<file path="src/rtl/rtcExtPkg.sv">
package rtcExtPkg;
  localparam int REG_W      = 8;
  localparam int TEST_BIT   = 7;
  localparam int DAYSEL_BIT = 6;
  localparam int MINUTE_BIT = 5;
  localparam int RUN_BIT    = 4;
  localparam int SRC_LSB    = 0;
  localparam int SRC_W      = 2;
  localparam int NUM_EVT    = 3;
  localparam logic [REG_W-1:0] WRITE_MASK = 8'hF3;

  typedef struct packed {
    logic load;
    logic clearTest;
  } ctrlStrobe_t;
endpackage

</file>
<file path="src/rtl/rtcExtCtrl.sv">
module rtcExtCtrl
  import rtcExtPkg::*;
#(
  parameter int EVT_N = NUM_EVT
) (
  input  logic             wrEn,
  input  logic [EVT_N-1:0] busEvt,
  output ctrlStrobe_t      strb
);
  logic [EVT_N:0] evtChain;

  assign evtChain[0] = 1'b0;
  for (genvar e = 0; e < EVT_N; e++) begin : g_evt
    assign evtChain[e+1] = evtChain[e] | busEvt[e];
  end

  always_comb begin
    strb.load      = wrEn;
    strb.clearTest = evtChain[EVT_N];
  end
endmodule

</file>
<file path="src/rtl/rtcExtData.sv">
module rtcExtData
  import rtcExtPkg::*;
(
  input  logic             clk,
  input  logic             rstN,
  input  ctrlStrobe_t      strb,
  input  logic [REG_W-1:0] wrData,
  output logic [REG_W-1:0] regQ
);
  logic [REG_W-1:0] regNext;

  always_comb begin
    regNext = regQ;
    if (strb.load) regNext = wrData & WRITE_MASK;
    if (strb.clearTest) regNext[TEST_BIT] = 1'b0;
  end

  always_ff @(posedge clk or negedge rstN) begin
    if (!rstN) regQ <= '0;
    else       regQ <= regNext;
  end
endmodule

</file>
<file path="src/rtl/rtcExtCtrlReg.sv">
module rtcExtCtrlReg
  import rtcExtPkg::*;
(
  input  logic             clk,
  input  logic             rstN,
  input  logic             wrEn,
  input  logic [7:0]       wrData,
  input  logic             busStop,
  input  logic             busRestart,
  input  logic             busTimeout,
  output logic             testMode,
  output logic             alarmDaySel,
  output logic             updateMinute,
  output logic             timerRun,
  output logic [1:0]       timerSrc,
  output logic [7:0]       rdData
);
  ctrlStrobe_t      strb;
  logic [REG_W-1:0] regQ;

  rtcExtCtrl #(.EVT_N(NUM_EVT)) u_ctrl (
    .wrEn   (wrEn),
    .busEvt ({busTimeout, busRestart, busStop}),
    .strb   (strb)
  );

  rtcExtData u_data (
    .clk    (clk),
    .rstN   (rstN),
    .strb   (strb),
    .wrData (wrData),
    .regQ   (regQ)
  );

  assign testMode     = regQ[TEST_BIT];
  assign alarmDaySel  = regQ[DAYSEL_BIT];
  assign updateMinute = regQ[MINUTE_BIT];
  assign timerRun     = regQ[RUN_BIT];
  assign timerSrc     = regQ[SRC_LSB +: SRC_W];
  assign rdData       = regQ;
endmodule

</file>
<file path="config.mk">
export PLATFORM = sky130hd
export DESIGN_NAME = rtcExtCtrlReg
export DESIGN_NICKNAME = d
export VERILOG_FILES = /design/src/rtl/rtcExtPkg.sv /design/src/rtl/rtcExtCtrl.sv /design/src/rtl/rtcExtData.sv /design/src/rtl/rtcExtCtrlReg.sv
export SDC_FILE = /design/constraint.sdc
export NUM_CORES = 1
export LEC_CHECK = 0
export BUFFER_PORTS_ARGS = -buffer_cell sky130_fd_sc_hd__buf_4
export CAP_MARGIN = 0
export CORE_MARGIN = 2
export CORE_UTILIZATION = 23
export CTS_BUF_LIST = sky130_fd_sc_hd__clkbuf_2 sky130_fd_sc_hd__clkbuf_4 sky130_fd_sc_hd__clkbuf_8
export DETAILED_ROUTE_END_ITERATION = 8
export MAX_ROUTING_LAYER = met4
export SYNTH_ARGS = -nofsm -noshare
export SYNTH_HDL_FRONTEND = slang
export SYNTH_SLANG_ARGS = --single-unit
export TNS_END_PERCENT = 10
</file>
<file path="constraint.sdc">
create_clock -name clk -period 1 [get_ports clk]
set_input_delay 0.2 -clock clk [delete_from_list [all_inputs] [get_ports clk]]
set_output_delay 0.2 -clock clk [all_outputs]
set_load 0.02 [all_outputs]
</file>
# Word-level counts from Yosys, hierarchy flattened
# Cells that the tools add are included.
# op_classes
mux,2
bitwise_logic,2
n_reduce_logical,1
# op_table
cell,count
$mux 8,1
$or 1x1->1,2
$reduce_bool 2->1,1
$mux 1,1
# totals
ff_bits,6
inputBits,14

# Depth between registers and ports, before layout
# depth
depth_word,3
depth_mapped,3
ltp_nobuf,2

# Hierarchy
# From an unflattened synthesis, not the netlist that was laid out.
# unflattened
cells_unflattened,25
area_unflattened_um2,327.8
# modules_own_cells
mod,instances,cells_per_inst,area_each_um2,seq_area_each_um2
rtcExtData,1,17,269.0,150.1
rtcExtCtrlReg,1,6,45.0,0.0
rtcExtCtrl,1,2,13.8,0.0

# Worst setup path after synthesis
# No wires, ideal clock.
# synth_path
path_type,register to register
start,"register, netlist name u_data.regQ[0]"
end,register u_data.regQ[0]
setup_time_ps,125
arrival_time_ps,723
t_required_ps,875
slack_ps,152
path_stages_with_launch,2
path_buffers,0
path_cell_list,dfrtp_1 mux2_4
# synth_rtl
element,line_no,source
to (signal assigned),rtcExtData.sv:20,else regQ <= regNext;
to (decl),rtcExtData.sv:8,output logic [REG_W-1:0] regQ

# Worst setup path in the final report
# layout_path
start,register u_data.regQ[6]
end,output port rdData[6]
# layout_rtl
element,line_no,source
to (decl),rtcExtCtrlReg.sv:16,output logic [7:0] rdData
# No word-level cell between the ends.

==> impl_results.md <==
* Die area at approximately 1700 sq um
* Non-Filler Instances at 57
* WP data required at approximately 0.80 ns
* Detailed Route Iter0 Violations at 1
* Synth area leader: dfrtp_1
* Sequential-to-total area share from yosys stat at 0.4651
* Antenna diode count at 0
* Synth warnings at 0
* GRT overflow at 0
* Clk_lat worst skew at approximately 0.23 ns
* Outcome: finished, final reports clean
* CTS root buf: clkbuf_4
* Final setup fails at 0
* Die width at 41.47 microns
* PwrDens at between 1000 and 1500 nW/um^2
* Worst Setup Start Kind: flop
* Commonest cells in the netlist: buf_4 (8), dfrtp_1 (6), mux2_4 (5)
* Hold crit path type: input pin to flop
* Worst-path clk slew at 0.04 ns
* Area Overhead vs Synth at 50.78%
* First-pass detailed-route iteration total at 2
* Largest reg by FF count: u_data.regQ
* Clock Skews at 0 ns
* Fill cells at approximately 130
* CP Class: flop to output pin
* DRC Markers at 0
* WL final at 561 microns
* GRT Util Overall at 0.07063
* Fin crit period at between 0.9 and 1 ns
* Max reg flops at 6
* Total clock sinks at 6
* DR WL/cell at roughly 9.8 microns
* Average cell area after synthesis at roughly 14 sq um
* Mapped Area at between 300 and 400 sq um
* Top cells by area, synth: dfrtp_1 (47%), mux2_4 (23%), buf_4 (19%), nor4_2 (3.9%), buf_6 (3.5%)
* Share of synthesized cell area in full adder, half adder and majority cells at 0
* Vias in the first global route at 231
* Top-Level Pins at 28
* Routed Antenna Nets at 0
* Global placer's final weighted congestion at 0.5629
* MaxCap Viol Count at 0
* Starting Density at 0.2481
* Xor/xnor cell area share of the yosys netlist at 0
* Post-synthesis simple-gate area fraction at 0.03876
* Layout cell share with drive strength beyond 1 at 0.7619
* Fmax at ~1000 MHz
* Die H at between 40 and 50 microns
* Yosys cell types at 7
* CP Capture Type: output pin
* Worst IR Drop VDD at slightly above 0.6 mV
* Ys async rst share at 1.000
* Clock buffer depth at 2
* H-tree lvl count at 1
* Crit-path leading delay family: flip-flops
* Core area at between 1000 and 1500 sq um
* Placed Cells at 53
* Number of synthesized register bits at 6
* Top flop regs: u_data.regQ: 6 flops
* Post-detail-place hpwl at between 400 and 500 microns
* Wire length of the first global-routing pass at between 900 and 1000 microns
* Initial antenna violation count at 0
* CTS tree: yes
* Final cycle utilization of the critical path at 0.9932
* I/O Buffers at 23
* Final #Nets at 58
* Post-Synthesis Cells at 23
* Post-Route Utilization at 0.3740
* Rows at 13
* Synth Area in Compound Gates at 0
* Count leader, synth: buf_4
* Crit path DAT at 0.79 ns
* Leak at about 0.26 nW
* Largest net degree at the start of global routing at 7
* RSZ-0062 raised after global routing: yes
* EDFF count, synth at 0
* Synth top area share at 0.4651
* Fin Setup TNS at 0 ns
* CP Cell Sequence: buf_4
* Final Max Slew Viols at 0
* Via-to-Cell Ratio at just under 4
* Final Hold Viols at 0
* Prevailing post-synth register cell: dfrtp_1
* Vias at ~230
* Number of buffers created by CTS at 3
* CP max stage delay at around 0.39 ns
* Combinational family with the most area after synthesis: multiplexers
* Mux cell area share after synthesis at 0.2636
* Worst-path fanout max at 3
* CP bufs+invs at 1
* Critical path's slowest cell: dfrtp_1
* Final Total Pwr at 0.7091 mW
logic make-up (layout without fill, tap and decap cells):
group	Yosys count	in the layout
flip-flops	6	6
other	1	2
multiplexers	6	6
AND/OR/NAND/NOR	1	1
buffers and inverters	9	27
where the power goes:
part | switching (mW) | total (mW) | internal (mW)
logic | 0.0976 | 0.215 | 0.118
registers | 0.0192 | 0.284 | 0.265
clock network | 0.0745 | 0.209 | 0.135
layout by cell type, fill, tap and decap left out, drive strengths merged:
master / instances
dlygate4sd3: 1
conb: 2
nor4: 1
dfrtp: 6
clkbuf: 3
mux2i: 1
buf: 23
mux2: 5
routing by layer:
layer | wire length (microns) | GRT usage | share of wire | up-vias
li1 | - | - | - | 106
met1 | 220 | 0.08086 | 0.39 | 108
met2 | 297 | 0.1250 | 0.53 | 12
met3 | 43 | 0.01304 | 0.077 | 0
met4 | 0 | 0.01935 | 0 | 0
met5 | 0 | - | 0 | -
per-stage QoR:
stage	hold slack, ns	cell area, sq um	setup slack [ns]
after floorplan	-0.09559	326.6	0.1523
after global placement	0.01050	446.7	0.2140
after detailed placement	0.01146	446.7	0.2143
after CTS	0.1114	479.2	-0.004134
after global routing	0.1175	486.7	-0.02678
final	0.1154	486.7	0.006800
path summary, 6_finish.rpt:
| path | start | cells past startpoint | slack (ns) | endpoint |
|---|---|---|---|---|
| min in group asynchronous | rstN | 2 | 0.32 | u_data.regQ[1] |
| min | busTimeout | 2 | 0.12 | u_data.regQ[7] |
| min reg2reg | u_data.regQ[1] | 1 | 0.54 | u_data.regQ[1] |
| max in group asynchronous | rstN | 2 | 0.57 | u_data.regQ[5] |
| max | u_data.regQ[6] | 1 | 0.007 | rdData[6] |
| max reg2reg | u_data.regQ[0] | 1 | 0.20 | u_data.regQ[0] |
repair_timing:
item / 4_1_cts / 5_1_grt
endpoints found under the setup margin: 2 / 12
buffers inserted: 0 / 0
hold buffers: 1 / 0
resized for setup: 0 / 2
hold endpoints to repair: 6 / 0
layout make-up:
cell class              count  area (sq um)  area share
flip-flops and latches      6         150.1      0.3085
clock buffers               3         22.52     0.04627
multi-input cells           9         105.1      0.2159
repair buffers             24         190.2      0.3907
well taps                  15         18.77     0.03856
No activity file was read; power rests on OpenSTA's default activity.
